**config.mk**
```make
export PLATFORM = sky130hd
export DESIGN_NAME = ps_lane_cmp
export DESIGN_NICKNAME = d
export VERILOG_FILES = /design/src/rtl/ps_cmp_pkg.sv /design/src/rtl/ps_cmp_decode.sv /design/src/rtl/ps_cmp_core.sv /design/src/rtl/ps_cmp_crmerge.sv /design/src/rtl/ps_lane_cmp.sv
export SDC_FILE = /design/constraint.sdc
export NUM_CORES = 1
export LEC_CHECK = 0
export BUFFER_PORTS_ARGS = -buffer_cell sky130_fd_sc_hd__buf_2
export CAP_MARGIN = 20
export CORE_UTILIZATION = 50
export DETAILED_ROUTE_END_ITERATION = 8
export PLACE_DENSITY = 0.9
export SETUP_SLACK_MARGIN = 0.15
export SLEW_MARGIN = 10
export SYNTH_ARGS = -nofsm -noshare
export SYNTH_HDL_FRONTEND = slang
export SYNTH_SLANG_ARGS = --single-unit
```
**constraint.sdc**
```tcl
create_clock -name clk -period 9.05 [get_ports clk]
set_clock_uncertainty 0.05 [all_clocks]
set_input_delay 1.81 -clock clk [delete_from_list [all_inputs] [get_ports clk]]
set_output_delay 1.81 -clock clk [all_outputs]
set_load 0.05 [all_outputs]
```
**src/rtl/ps_cmp_pkg.sv**
```systemverilog
package ps_cmp_pkg;

  localparam int unsigned INSN_W    = 32;
  localparam int unsigned LANE_W    = 32;
  localparam int unsigned OPND_W    = 2 * LANE_W;
  localparam int unsigned EXP_W     = 8;
  localparam int unsigned MANT_W    = LANE_W - EXP_W - 1;
  localparam int unsigned CR_W      = 32;
  localparam int unsigned FLD_W     = 4;
  localparam int unsigned NFLD      = CR_W / FLD_W;
  localparam int unsigned FSEL_W    = $clog2(NFLD);

  localparam logic [5:0]  PRIM_OP   = 6'b000100;

  typedef enum logic [FLD_W-1:0] {
    CC_LT = 4'b1000,
    CC_GT = 4'b0100,
    CC_EQ = 4'b0010,
    CC_UN = 4'b0001
  } cc_e;

  typedef struct packed {
    logic              hit;
    logic              lane;
    logic              ordered;
    logic [FSEL_W-1:0] crf;
  } dec_t;

  // NaN: exponent saturated and a non-zero fraction
  function automatic logic f_is_nan(input logic [LANE_W-1:0] v);
    return (&v[LANE_W-2 -: EXP_W]) && (|v[MANT_W-1:0]);
  endfunction

  function automatic logic f_is_zero(input logic [LANE_W-1:0] v);
    return ~|v[LANE_W-2:0];
  endfunction

  // Map a sign-magnitude value onto an unsigned total order; both zeros share one key
  function automatic logic [LANE_W-1:0] f_order_key(input logic [LANE_W-1:0] v);
    logic [LANE_W-1:0] k;
    if (f_is_zero(v))      k = {1'b1, {(LANE_W-1){1'b0}}};
    else if (v[LANE_W-1])  k = ~v;
    else                   k = v | {1'b1, {(LANE_W-1){1'b0}}};
    return k;
  endfunction

  function automatic cc_e f_compare(input logic [LANE_W-1:0] a,
                                    input logic [LANE_W-1:0] b);
    logic [LANE_W-1:0] ka;
    logic [LANE_W-1:0] kb;
    cc_e c;
    ka = f_order_key(a);
    kb = f_order_key(b);
    if (f_is_nan(a) || f_is_nan(b)) c = CC_UN;
    else if (ka < kb)               c = CC_LT;
    else if (ka > kb)               c = CC_GT;
    else                            c = CC_EQ;
    return c;
  endfunction

  // Bit mask of field n, field 0 at the top of the register
  function automatic logic [CR_W-1:0] f_field_mask(input logic [FSEL_W-1:0] n);
    logic [CR_W-1:0] m;
    m = {{FLD_W{1'b1}}, {(CR_W-FLD_W){1'b0}}};
    return m >> (FLD_W * n);
  endfunction

  function automatic logic [FLD_W-1:0] f_field_get(input logic [CR_W-1:0] r,
                                                   input logic [FSEL_W-1:0] n);
    logic [CR_W-1:0] s;
    s = r << (FLD_W * n);
    return s[CR_W-1 -: FLD_W];
  endfunction

endpackage

```
**src/rtl/ps_cmp_decode.sv**
```systemverilog
module ps_cmp_decode
  import ps_cmp_pkg::*;
(
  input  logic [INSN_W-1:0] insn_i,
  output dec_t              dec_o,
  output logic [9:0]        src_regs_o
);

  localparam int unsigned XO_W = 10;

  logic [5:0]      prim;
  logic [1:0]      pad;
  logic [XO_W-1:0] xo;
  logic            rc;
  logic            xo_ok;
  logic            prim_ok;
  logic            pad_ok;

  assign prim = insn_i[31:26];
  assign pad  = insn_i[22:21];
  assign xo   = insn_i[10:1];
  assign rc   = insn_i[0];

  // Extended code: only bit 6 (ordered) and bit 7 (lane) may be non-zero
  assign xo_ok   = (xo[XO_W-1 -: 3] == 3'b000) && (xo[4:0] == 5'b00000);
  assign prim_ok = (prim == PRIM_OP);
  assign pad_ok  = (pad == 2'b00) && !rc;

  assign dec_o.hit     = prim_ok && pad_ok && xo_ok;
  assign dec_o.lane    = xo[6];
  assign dec_o.ordered = xo[5];
  assign dec_o.crf     = insn_i[25:23];

  assign src_regs_o    = insn_i[20:11];

endmodule

```
**src/rtl/ps_cmp_core.sv**
```systemverilog
module ps_cmp_core
  import ps_cmp_pkg::*;
(
  input  logic [OPND_W-1:0] opa_i,
  input  logic [OPND_W-1:0] opb_i,
  input  logic              lane_i,
  output logic [LANE_W-1:0] a_lane_o,
  output logic [LANE_W-1:0] b_lane_o,
  output logic              unord_o,
  output cc_e               code_o
);

  logic [LANE_W-1:0] a_sel [2];
  logic [LANE_W-1:0] b_sel [2];

  for (genvar g = 0; g < 2; g++) begin : g_lane
    // lane 0 sits in the upper half
    assign a_sel[g] = opa_i[OPND_W-1-LANE_W*g -: LANE_W];
    assign b_sel[g] = opb_i[OPND_W-1-LANE_W*g -: LANE_W];
  end

  assign a_lane_o = a_sel[lane_i];
  assign b_lane_o = b_sel[lane_i];
  assign unord_o  = f_is_nan(a_lane_o) || f_is_nan(b_lane_o);
  assign code_o   = f_compare(a_lane_o, b_lane_o);

endmodule

```
**src/rtl/ps_cmp_crmerge.sv**
```systemverilog
module ps_cmp_crmerge
  import ps_cmp_pkg::*;
(
  input  logic [CR_W-1:0]   cr_i,
  input  logic [FSEL_W-1:0] crf_i,
  input  logic [FLD_W-1:0]  code_i,
  output logic [CR_W-1:0]   cr_o
);

  for (genvar n = 0; n < NFLD; n++) begin : g_fld
    localparam int unsigned TOP = CR_W - 1 - FLD_W * n;
    assign cr_o[TOP -: FLD_W] = (crf_i == FSEL_W'(n)) ? code_i : cr_i[TOP -: FLD_W];
  end

endmodule

```
**src/rtl/ps_lane_cmp.sv**
```systemverilog
module ps_lane_cmp
  import ps_cmp_pkg::*;
(
  input  logic              clk,
  input  logic              rst_n,
  input  logic              issue_i,
  input  logic [31:0]       insn_i,
  input  logic [63:0]       opa_i,
  input  logic [63:0]       opb_i,
  input  logic [31:0]       cr_i,
  input  logic              pair_en_i,
  input  logic              quant_en_i,
  output logic [31:0]       cr_o,
  output logic              wr_o,
  output logic              illegal_o
);

  dec_t              dec_w;
  logic [9:0]        src_regs_w;
  logic [LANE_W-1:0] a_lane_w;
  logic [LANE_W-1:0] b_lane_w;
  logic              unord_w;
  cc_e               code_w;
  logic [CR_W-1:0]   cr_next_w;

  // named events for the checker
  logic              cmp_hit_w;
  logic              mode_ok_w;
  logic              cmp_wr_w;
  logic              cmp_ill_w;

  logic [CR_W-1:0]   cr_q;
  logic              wr_q;
  logic              ill_q;

  ps_cmp_decode u_dec (
    .insn_i     (insn_i),
    .dec_o      (dec_w),
    .src_regs_o (src_regs_w)
  );

  ps_cmp_core u_core (
    .opa_i    (opa_i),
    .opb_i    (opb_i),
    .lane_i   (dec_w.lane),
    .a_lane_o (a_lane_w),
    .b_lane_o (b_lane_w),
    .unord_o  (unord_w),
    .code_o   (code_w)
  );

  ps_cmp_crmerge u_merge (
    .cr_i   (cr_i),
    .crf_i  (dec_w.crf),
    .code_i (code_w),
    .cr_o   (cr_next_w)
  );

  assign cmp_hit_w = issue_i && dec_w.hit;
  assign mode_ok_w = pair_en_i && quant_en_i;
  assign cmp_wr_w  = cmp_hit_w && mode_ok_w;
  assign cmp_ill_w = cmp_hit_w && !mode_ok_w;

  always_ff @(posedge clk) begin
    if (!rst_n) begin
      cr_q  <= '0;
      wr_q  <= 1'b0;
      ill_q <= 1'b0;
    end else begin
      wr_q  <= cmp_wr_w;
      ill_q <= cmp_ill_w;
      if (cmp_wr_w) cr_q <= cr_next_w;
    end
  end

  assign cr_o      = cr_q;
  assign wr_o      = wr_q;
  assign illegal_o = ill_q;

endmodule

```
==> impl_results.md <==
- FF/Latch Area: 680.7 sq um
- Clock Path Buffers: 2
- VDD IR max: 64.71 uV
- Tot Pwr: 0.0005357 W
- Post-DRT Antenna Nets: 0
- EDFF count, synth: 0
- Area post-placement: 5436 sq um
- DP Wirelength: 11020 microns
- Post-synthesis xor/xnor area fraction: 0.1262
- Cell row count: 33
- Area grow syn2layout: 28.58%
- Number of vias in the routed layout: 5122
- Die H: 94.78 microns
- Vias in the first global route: 5067
- Worst Tran Pin Value: 1065 ps
- Lkg Pwr: 2.823 nW
- Design Area, Final: 5534 sq um
- Slew Viols, Final: 0
- Pre-Repair DR Iteration Count: 5
- Worst setup path category: in2reg
- Met3 wire length: 893 microns
- Gr ovfl total: 0
- Dpl cells: 874
- Yosys cell types: 51
- Min-Delay Path Class: reg2reg
- Hold slack: 431.6 ps
- Initial DRC count: 265
- H-tree depth: 2
- Mapped Avg Cell Area: 7.383 sq um
- Final Cycle Share: 0.7275
- Slew headroom: 0.2900
- Async S/R FF share, synth: 0
- Largest family of logic cells by synthesized area: simple AND/OR/NAND/NOR gates
- Clock slew at the register clock pins of the worst setup and hold paths: 70 ps
- Die Area: 8983 sq um
- CTS root buffer: clkbuf_8
- First-pass GRT wire length: 22270 microns
- Cell Area, Synth: 4304 sq um
- Max frequency: 151.9 MHz
- Compound-cell area share of the yosys netlist: 0.1483
- Endpoint class of the critical path: flip-flop
- Startpoint types: input pin
- Multi-input logic area: 3485 sq um
- Drt total wl: 13800 microns
- Final Non-Filler Cells: 883
- Num CTS Buffers: 5
- Hold_sp: cr_o[0]
- CP Cell Sequence: buf_4 -> or4b_1 -> o22ai_1 -> and3_1 -> nor2_1 -> ha_1 -> nand4_1 -> or3_1 -> nor2_1 -> o41ai_2 -> a221oi_4 -> nand2_1 -> a31oi_1
- Simple-gate portion of the synthesized area: 0.2855
- # resized after CTS: 0
- Antenna violations before repair: 1
- Synth area leaders: dfxtp_1 (16%), mux2i_1 (15%), ha_1 (9.3%)
- Most common cell after layout, fill and taps aside: buf_2
- Worst-Skew Late Latency: 280 ps
- Mux cell area share after synthesis: 0.1488
- Total track usage: 0.3095
- MaxCap Viol Count: 0
- IO buf count: 219
- Synth warn: 0
- PwrDens: 96.81 nW/um^2
- Share of cells above drive strength 1: 0.3166
- CTS Hold Bufs: 0
- Initial Utilization: 0.5212
- Metal2 WL: 7048 microns
- Status: complete, no violations
- Post-Syn Instances: 583
- Final setup violation count: 0
- Largest net degree at the start of global routing: 54
- Core area: 8258 sq um
- Commonest non-fill, non-tap cells in the layout: buf_2 (218), nand2_1 (95), mux2i_1 (62), nor2_1 (54), dfxtp_1 (34)
- DR vias/cell: 5.801
- RD Place Congestion: 0.9004
- Routed WL per cell: 15.63 microns
- Clk sinks: 34
- Number of post-CTS setup repair buffers: 0
- RSZ-0062 raised after global routing: no
- Sequential area share after synthesis: 0.1581
- Crit path top cell by count: nor2_1
- Yosys top cell by area: dfxtp_1
- Highest-delay cell along the critical path: and3_1
- Tmin final: 6584 ps
- Setup TNS: 0 ps
- Top FF cell, synth: dfxtp_1
- Final Hold Viols: 0
- CP max FO: 53
- Top Layer Used: met4
- Worst path arrival time: 6720 ps
- TritonCTS clock tree: done
- Worst Path Required: 9190 ps
- DRC: 0
- Synth Area in Adders: 0.09302
- Post-synth top area share: 0.1581
- Top-Level Pins: 231
- CP Launch Point: insn_i[7]
- Count of filler cells inserted in the layout: 728
- R2R Path Start: cr_o[2]
- Seq cells post-synth: 34
- Slowest stage delay, CP: 920 ps
- Die X: 94.78 microns
- Met1 Wirelength: 5570 microns
- Fin nets: 1005
- Post-Syn Nets: 812
==> power breakdown <==
group	switching [W]	internal [W]
sequential	0.000000000148	0.000149
clock	0.0000581	0.0000612
combinational	0.000144	0.000123
total	0.000202	0.000334
==> metal layers <==
layer	vias up	track usage
met5	-	0
met4	0	0.1225
met3	37	0.06200
met2	207	0.5450
met1	2371	0.3649
li1	2507	-
==> area by class of cell <==
class / instances / share of cell area
antenna: 1 / 0.0004522
clock buffer: 6 / 0.01492
clock inverter: 2 / 0.002261
inverter: 1 / 0.0006783
multi-input combinational: 510 / 0.6297
sequential: 34 / 0.1230
tap: 105 / 0.02374
timing repair buffer: 224 / 0.2053
==> cell usage after synthesis, types with 3 or more instances <==
| cell | n |
|---|---|
| nand3b_1 | 3 |
| a31oi_1 | 27 |
| or2_2 | 3 |
| dfxtp_1 | 34 |
| nor4_1 | 28 |
| nand3_1 | 22 |
| ha_1 | 32 |
| nand4_1 | 14 |
| buf_2 | 9 |
| mux2i_1 | 64 |
| o21ai_0 | 17 |
| nor2_1 | 54 |
| nand2_1 | 95 |
| and3_1 | 3 |
| nand2b_1 | 4 |
| o22ai_1 | 4 |
| xnor2_1 | 31 |
| xor2_1 | 31 |
| a21o_1 | 5 |
| a21oi_1 | 31 |
| clkbuf_1 | 25 |
| or3_1 | 3 |
| nor4b_1 | 3 |
| nor3_1 | 5 |
| and4_1 | 3 |
==> final timing paths <==
check | endpoint | slack, ps | cells past startpoint
max | cr_o[2] | 2470 | 13
min | cr_o[0] | 430 | 2
max reg2reg | cr_o[2] | 8190 | 2
min reg2reg | cr_o[0] | 430 | 2
==> metrics by stage <==
| step | util | worst slack [ps] |
|---|---|---|
| finish | 0.6702 | 2466 |
| detailed placement | 0.6583 | 2308 |
| global placement | 0.6583 | 2474 |
| global route | 0.6702 | 2147 |
| floorplan | - | 3899 |
| CTS | 0.6698 | 2567 |
==> sequential cells by signal (all words and copies together) (netlist names) <==
register and count:
cr_o 32, illegal_o 1, wr_o 1
==> critical path: cells and delay by family <==
family	cells	cell delay, ps
AOI/OAI and AO/OA	4	1460
buffers and inverters	1	600
adders and majority gates	1	350
and+or+nand+nor	7	2480
==> cell families after synthesis <==
logic type | count (synthesis)
AO/OA/AOI/OAI | 98
XOR/XNOR | 62
adder cells (fa/ha/maj) | 32
buffers and inverters | 39
flip-flops | 34
multiplexers | 64
AND/OR/NAND/NOR | 254
No activity file was read; power rests on OpenSTA's default activity.
